File: config.mk
export PLATFORM = sky130hd
export DESIGN_NAME = audio_ser_tx
export DESIGN_NICKNAME = d
export VERILOG_FILES = /design/src/rtl/audio_ser_tx_pkg.sv /design/src/rtl/ast_bitclk.sv /design/src/rtl/ast_slotseq.sv /design/src/rtl/ast_serializer.sv /design/src/rtl/audio_ser_tx.sv
export SDC_FILE = /design/constraint.sdc
export NUM_CORES = 1
export LEC_CHECK = 0
export CORE_MARGIN = 4
export CORE_UTILIZATION = 60
export CTS_BUF_LIST = sky130_fd_sc_hd__clkbuf_2 sky130_fd_sc_hd__clkbuf_4 sky130_fd_sc_hd__clkbuf_8
export CTS_CLUSTER_DIAMETER = 50
export DETAILED_ROUTE_END_ITERATION = 7
export DONT_BUFFER_PORTS = 1
export GPL_TIMING_DRIVEN = 0
export PLACE_DENSITY = 0.76
export SYNTH_ARGS = -nofsm -noshare
export SYNTH_HDL_FRONTEND = slang
export SYNTH_SLANG_ARGS = --single-unit
File: constraint.sdc
create_clock -name clk -period 3.1 [get_ports clk]
set_input_delay 0.155 -clock clk [delete_from_list [all_inputs] [get_ports clk]]
set_output_delay 0.155 -clock clk [all_outputs]
set_load 0.1 [all_outputs]
File: src/rtl/audio_ser_tx_pkg.sv
package audio_ser_tx_pkg;
  localparam int SAMPLE_W = 32;

  typedef enum logic [1:0] {
    PROTO_I2S  = 2'b00,
    PROTO_JUST = 2'b01,
    PROTO_SPR  = 2'b10,
    PROTO_PCM  = 2'b11
  } proto_e;

  typedef struct packed {
    proto_e     proto;
    logic       rjust;
    logic       tdm;
    logic [1:0] wlen;
    logic       mono;
  } link_cfg_t;
endpackage

File: src/rtl/ast_bitclk.sv
module ast_bitclk #(
  parameter int DIV_W = 8
) (
  input  logic             clk,
  input  logic             rst,
  input  logic             run,
  input  logic [DIV_W-1:0] half_m1,
  output logic             bclk,
  output logic             fall
);
  logic [DIV_W-1:0] cnt;
  logic             tick;

  assign tick = run && (cnt == half_m1);
  assign fall = tick && bclk;

  always_ff @(posedge clk) begin
    if (rst || !run) begin
      cnt  <= '0;
      bclk <= 1'b0;
    end else if (tick) begin
      cnt  <= '0;
      bclk <= ~bclk;
    end else begin
      cnt  <= cnt + 1'b1;
    end
  end
endmodule

File: src/rtl/ast_slotseq.sv
module ast_slotseq
  import audio_ser_tx_pkg::*;
#(
  parameter int POS_W     = 8,
  parameter int FSW_W     = 3,
  parameter int TDM_SLOTS = 8
) (
  input  logic             clk,
  input  logic             rst,
  input  logic             run,
  input  logic             step,
  input  proto_e           proto,
  input  logic             tdm,
  input  logic             long32,
  input  logic [FSW_W-1:0] fsw,
  output logic [4:0]       bit_idx,
  output logic             odd_slot,
  output logic             take,
  output logic             lr_next
);
  logic [POS_W-1:0] pos, last, nxt, q;
  logic             lead;

  assign last     = POS_W'((tdm ? TDM_SLOTS : 2) * (long32 ? 32 : 16) - 1);
  assign nxt      = (pos == last) ? '0 : pos + 1'b1;
  assign lead     = (proto == PROTO_I2S) || (proto == PROTO_SPR);
  assign q        = lead ? nxt : pos;
  assign bit_idx  = long32 ? pos[4:0] : {1'b0, pos[3:0]};
  assign odd_slot = long32 ? pos[5] : pos[4];
  assign take     = step && (bit_idx == 5'd0) && !odd_slot;

  always_comb begin
    if (proto == PROTO_PCM)
      lr_next = (pos <= {{(POS_W-FSW_W){1'b0}}, fsw});
    else if (tdm)
      lr_next = (q == '0);
    else
      lr_next = long32 ? q[5] : q[4];
  end

  always_ff @(posedge clk) begin
    if (rst || !run) pos <= '0;
    else if (step)   pos <= nxt;
  end
endmodule

File: src/rtl/ast_serializer.sv
module ast_serializer
  import audio_ser_tx_pkg::*;
(
  input  logic [SAMPLE_W-1:0] word,
  input  logic [4:0]          bit_idx,
  input  logic [1:0]          wlen,
  input  logic                rj,
  output logic                bit_out
);
  logic [5:0] sl, dl, pad, bb;
  logic [4:0] idx;
  logic       on;

  always_comb begin
    sl = (wlen == 2'd0) ? 6'd16 : 6'd32;
    case (wlen)
      2'd2:    dl = 6'd32;
      2'd3:    dl = 6'd24;
      default: dl = 6'd16;
    endcase
    pad = sl - dl;
    bb  = {1'b0, bit_idx};
    if (rj) begin
      on  = (bb >= pad);
      idx = 5'(sl - 6'd1 - bb);
    end else begin
      on  = (bb < dl);
      idx = 5'(dl - 6'd1 - bb);
    end
    bit_out = on && word[idx];
  end
endmodule

File: src/rtl/audio_ser_tx.sv
module audio_ser_tx
  import audio_ser_tx_pkg::*;
#(
  parameter int DIV_W     = 8,
  parameter int FSW_W     = 3,
  parameter int TDM_SLOTS = 8
) (
  input  logic                clk,
  input  logic                rst,
  input  logic                en,
  input  logic                cfg_we,
  input  logic [1:0]          cfg_proto,
  input  logic                cfg_rjust,
  input  logic                cfg_tdm,
  input  logic [1:0]          cfg_wlen,
  input  logic                cfg_mono,
  input  logic [FSW_W-1:0]    cfg_fsw,
  input  logic [DIV_W-1:0]    cfg_hdiv,
  input  logic                s_valid,
  output logic                s_ready,
  input  logic [SAMPLE_W-1:0] s_left,
  input  logic [SAMPLE_W-1:0] s_right,
  output logic                bclk,
  output logic                lrclk,
  output logic                sdata,
  output logic                underrun
);
  localparam int POS_W = $clog2(TDM_SLOTS * 32);

  link_cfg_t           cfg;
  logic [FSW_W-1:0]    fsw_q;
  logic [DIV_W-1:0]    hdiv_q;
  logic [SAMPLE_W-1:0] lw, rw, new_l, new_r, cur;
  logic                fall, take, odd_slot, lr_next, bit_n;
  logic [4:0]          bit_idx;

  always_ff @(posedge clk) begin
    if (rst) begin
      cfg    <= '0;
      fsw_q  <= '0;
      hdiv_q <= '0;
    end else if (cfg_we && !en) begin
      cfg    <= '{proto: proto_e'(cfg_proto), rjust: cfg_rjust, tdm: cfg_tdm,
                  wlen: cfg_wlen, mono: cfg_mono};
      fsw_q  <= cfg_fsw;
      hdiv_q <= cfg_hdiv;
    end
  end

  ast_bitclk #(.DIV_W(DIV_W)) clk_i (
    .clk(clk), .rst(rst), .run(en), .half_m1(hdiv_q), .bclk(bclk), .fall(fall)
  );

  ast_slotseq #(.POS_W(POS_W), .FSW_W(FSW_W), .TDM_SLOTS(TDM_SLOTS)) seq_i (
    .clk(clk), .rst(rst), .run(en), .step(fall), .proto(cfg.proto),
    .tdm(cfg.tdm), .long32(cfg.wlen != 2'd0), .fsw(fsw_q),
    .bit_idx(bit_idx), .odd_slot(odd_slot), .take(take), .lr_next(lr_next)
  );

  assign s_ready = take;
  assign new_l   = s_valid ? s_left : '0;
  assign new_r   = !s_valid ? '0 : (cfg.mono ? s_left : s_right);
  assign cur     = odd_slot ? rw : (take ? new_l : lw);

  ast_serializer ser_i (
    .word(cur), .bit_idx(bit_idx), .wlen(cfg.wlen),
    .rj((cfg.proto == PROTO_JUST) && cfg.rjust), .bit_out(bit_n)
  );

  always_ff @(posedge clk) begin
    if (rst || !en) begin
      sdata    <= 1'b0;
      lrclk    <= 1'b0;
      lw       <= '0;
      rw       <= '0;
      underrun <= 1'b0;
    end else if (fall) begin
      sdata <= bit_n;
      lrclk <= lr_next;
      if (take) begin
        lw <= new_l;
        rw <= new_r;
        if (!s_valid) underrun <= 1'b1;
      end
    end
  end
endmodule

==> key figures <==
Yosys
  – Most common flop cell mapped by yosys: sky130_fd_sc_hd__dfxtp_1
  – Post-synthesis simple-gate area fraction: 24.3%
  – Main combinational cell family by area after synthesis: simple AND/OR/NAND/NOR gates
  – Largest area contributor in the synthesized netlist: sky130_fd_sc_hd__dfxtp_1
  – Flops & latches, synth: 102
  – Register area share after synthesis: 35.5%
  – Adder-cell share of the synthesized area: slightly below 2%
  – Library cells used by synthesis: 52
  – Biggest area contributors in the synthesized netlist: sky130_fd_sc_hd__dfxtp_1 36%, sky130_fd_sc_hd__nand2_1 8.2%, sky130_fd_sc_hd__a21oi_1 7.8%, sky130_fd_sc_hd__mux2_2 6.7%, sky130_fd_sc_hd__nand3_1 5.5%
  – Share of Yosys cell area claimed by the top area cell type: 35.5%
  – Mux contribution to synthesized area: around 7.4%
  – Net count of the mapped netlist: between 800 and 900
  – Area of the mapped netlist: around 5700 µm²
  – Mean Syn Cell Area: just under 8 µm²
  – Gate count after technology mapping: 748
  – Compound-Gate Fraction of Synth Area: 21.9%
  – Number of enable-type register cells in the synthesized netlist: 0
  – Number of warnings printed during yosys synthesis: 0
  – Synth async-reset ratio: 0%
  – Post-Synth XOR/XNOR Area: under 10%

Worst hold path
  – Worst Hold Class: in2reg
  – HP Start: s_right[4]

Critical path
  – Highest net fanout along the worst path: 8
  – WP depth: 11
  – Data arrival time at the worst-slack endpoint: approximately 3.4 ns
  – Worst reg2reg setup slack: -0.002 ns
  – Class of the most critical setup path: reg2reg
  – Launching instance or port of the critical path: seq_i.pos[0]
  – Worst-path cell with the longest stage delay: sky130_fd_sc_hd__and3_1
  – Kind of end point of the critical path: flip-flop
  – Cell family contributing the most delay on the critical path: simple AND/OR/NAND/NOR gates
  – Largest stage delay, worst path: ~0.44 ns
  – End of the worst register-to-register path: sdata
  – Capture point of the critical path: sdata
  – Data required, critical path: 3.44 ns
  – Worst-path cell chain: clkbuf_1 > inv_2 > ha_1 > nor4b_4 > nand2_2 > nor4_2 > and3_1 > a221o_1 > o211ai_1 > a311oi_2 > a311o_1
  – Reg-to-reg critical path startpoint: seq_i.pos[0]
  – Buf+Inv Stages, Crit Path: 2
  – Cell count of the worst reg-to-reg path: 11
  – Startpoint types: flip-flop

Timing
  – Ratio of final minimum period to clock period: 100%
  – Worst relative slew slack: between 30% and 40%
  – Final-report max-slew violation count: 0
  – Unrepaired setup endpoints after global routing: yes
  – Final Hold Vio Count: 0
  – Setup total negative slack: -0.00163 ns
  – Tightest Pin Transition: around 1.0 ns
  – Worst hold-check slack: 0.107 ns
  – Post-route minimum period: 3.10 ns
  – Achievable Freq: ~0.32 GHz
  – Final setup violation count: 1
  – Worst clock skew: 0.0122 ns
  – Worst Setup Slack, final: -0.00163 ns

Layout
  – Final instance count without filler cells: around 940
  – Post-layout net count: 905
  – P&R area growth vs syn: 16.1%
  – Proportion of layout cells with a drive suffix above 1: between 10% and 20%

Outcome
  – Failing checks: negative setup slack
  – Status: finished with violations

Global routing
  – Number of antenna violations at the first check in global routing: 1
  – Total global routing overflow: 0
  – Total Routing Usage GR: 34.3%
  – Wire length of the first global-routing pass: 30.4 mm
  – Number of global-route vias before repair: about 6000
  – Pin count of the biggest net entering global routing: 19

Clocking
  – Clock latency of the later-clocked register in the worst-skew pair: roughly 0.39 ns
  – Clock Sink Count: 102
  – Cell chosen for the clock root: sky130_fd_sc_hd__clkbuf_8
  – Max clock buf depth: 2
  – Clock buffers created by TritonCTS: 9
  – Worst-path clk slew: 0.11 ns
  – Number of H-tree levels: 3
  – CTS tree: done

Floorplanning
  – Die X-Extent: approximately 110 µm
  – Floorplan die area: about 11000 µm²
  – Die extent in y: around 110 µm
  – Floorplan core area: 9280 µm²
  – I/O Pins: just over 90
  – Initial standard-cell utilization of the core: about 62%
  – Cell Rows: 35

Detailed routing
  – Via density per instance: ~6.5
  – Detailed-route wire length per cell: roughly 20 µm
  – Total via count in the routed design: a little over 6000
  – First-iteration detailed-routing DRC count: ~580
  – Final wirelength: slightly below 20 mm
  – Detailed-routing iteration count for the pre-antenna-repair pass: 5
  – DRC viols: 0
  – Antenna-violating nets left: 0

Placed design
  – RD Place Congestion: 0.953
  – Quantity of I/O buffers inserted on ports: 0
  – Worst slack, placed: -0.704 ns
  – Count of placed standard cells including taps: slightly below 900
  – Detailed Place HPWL: approximately 13 mm

Flow run
  – Max Cap Viol: 0

Pwr
  – LEAKAGE: 2.24 nW
  – Peak supply drop: roughly 0.00035 V
  – Power, Total: 2.54 mW
  – Power density over cell area: between 300 and 400 nW/µm²
[metal layers]
| layer | vias up | wire (µm) | share of wire [%] | track usage, % |
|---|---|---|---|---|
| met4 | 0 | 799 | 4.2 | 16.1 |
| li1 | 2797 | - | - | - |
| met1 | 2892 | 7590 | 40 | 43.3 |
| met5 | - | 0 | 0 | 0 |
| met3 | 61 | 1890 | 9.8 | 6.55 |
| met2 | 353 | 8930 | 46 | 56.3 |
[where the power goes]
part / switching [mW] / total [mW] / internal (mW)
Sequential: 0.0186 / 1.34 / 1.32
Combinational: 0.152 / 0.270 / 0.118
Clock: 0.518 / 0.926 / 0.409
[cells in the mapped netlist (10+ instances only)]
master                     number
sky130_fd_sc_hd__nand2_1      126
sky130_fd_sc_hd__inv_1         20
sky130_fd_sc_hd__nor2_1        46
sky130_fd_sc_hd__nand3_1       63
sky130_fd_sc_hd__a221oi_1      14
sky130_fd_sc_hd__a31oi_1       10
sky130_fd_sc_hd__xnor2_1       12
sky130_fd_sc_hd__a22oi_1       13
sky130_fd_sc_hd__a21oi_1       90
sky130_fd_sc_hd__dfxtp_1      102
sky130_fd_sc_hd__o211ai_1      14
sky130_fd_sc_hd__o21ai_0       27
sky130_fd_sc_hd__clkbuf_1      42
sky130_fd_sc_hd__and3_1        13
sky130_fd_sc_hd__mux2_2        34
[registers in the layout (all words and copies together), names as in the netlist]
signal	cells
cfg	7
clk_i.bclk	1
clk_i.cnt	8
fsw_q	3
hdiv_q	8
lrclk	1
lw	32
rw	32
sdata	1
seq_i.pos	8
underrun	1
[worst reg2reg max path, stage by stage (launching register included)]
cell,delay [ns]
sky130_fd_sc_hd__dfxtp_1,0.33
sky130_fd_sc_hd__clkbuf_1,0.23
sky130_fd_sc_hd__inv_2,0.24
sky130_fd_sc_hd__ha_1,0.18
sky130_fd_sc_hd__nor4b_4,0.25
sky130_fd_sc_hd__nand2_2,0.15
sky130_fd_sc_hd__nor4_2,0.42
sky130_fd_sc_hd__and3_1,0.44
sky130_fd_sc_hd__a221o_1,0.21
sky130_fd_sc_hd__o211ai_1,0.12
sky130_fd_sc_hd__a311oi_2,0.34
sky130_fd_sc_hd__a311o_1,0.16
[logic make-up after synthesis]
| family | after synthesis |
|---|---|
| AND/OR/NAND/NOR | 298 |
| adder cells (fa/ha/maj) | 9 |
| AO/OA/AOI/OAI | 202 |
| multiplexers | 37 |
| flip-flops | 102 |
| buffers and inverters | 79 |
| XOR/XNOR | 21 |
[per-stage QoR]
step / instance area (µm²) / utilization, %
3_5_place_dp: 5920 / 63.8
2_1_floorplan: 5750 / -
4_1_cts: 6640 / 71.5
5_1_grt: 6670 / 71.9
3_3_place_gp: 5910 / 63.7
6_report: 6670 / 71.9
[how the worst min path moves through the flow]
stage               endpoint  cells past startpoint
global route           rw[9]                      3
detailed placement    cfg[1]                      2
floorplan             cfg[4]                      2
finish                 rw[4]                      3
CTS                   rw[14]                      3
global placement      cfg[6]                      2
[placed cells by master (no fill, tap or decap), types with 8 or more instances in the layout]
| cell | Yosys | final |
|---|---|---|
| sky130_fd_sc_hd__nand2_1 | 126 | 125 |
| sky130_fd_sc_hd__dfxtp_1 | 102 | 100 |
| sky130_fd_sc_hd__a21oi_1 | 90 | 90 |
| sky130_fd_sc_hd__nand3_1 | 63 | 63 |
| sky130_fd_sc_hd__dlygate4sd3_1 | 0 | 50 |
| sky130_fd_sc_hd__nor2_1 | 46 | 45 |
| sky130_fd_sc_hd__clkbuf_1 | 42 | 36 |
| sky130_fd_sc_hd__mux2_2 | 34 | 34 |
| sky130_fd_sc_hd__o21ai_0 | 27 | 27 |
| sky130_fd_sc_hd__inv_1 | 20 | 18 |
| sky130_fd_sc_hd__o211ai_1 | 14 | 14 |
| sky130_fd_sc_hd__a221oi_1 | 14 | 14 |
| sky130_fd_sc_hd__and3_1 | 13 | 13 |
| sky130_fd_sc_hd__a22oi_1 | 13 | 13 |
| sky130_fd_sc_hd__xnor2_1 | 12 | 12 |
| sky130_fd_sc_hd__a31oi_1 | 10 | 10 |
| sky130_fd_sc_hd__clkbuf_8 | 0 | 10 |
| sky130_fd_sc_hd__xor2_1 | 9 | 9 |
| sky130_fd_sc_hd__ha_1 | 9 | 9 |
| sky130_fd_sc_hd__nor3_1 | 9 | 8 |
[area by class of cell]
type                       count  area (µm²)
timing repair buffer          52         515
fill                         764        2610
sequential                   102        2040
buffer                        57         250
multi-input combinational    567        3410
tap                          129         161
inverter                      20        78.8
antenna                        1        2.50
clock inverter                 6        75.1
clock buffer                  10         138
[what timing repair did]
item | 4_1_cts | 5_1_grt
setup endpoints to repair | 54 | 49
endpoints found under the hold margin | 50 | 0
resized for setup | 5 | 12
pin swaps | 0 | 2
hold buffers | 50 | 0
setup buffers | 0 | 2
Power figures use the tool's default switching activity.
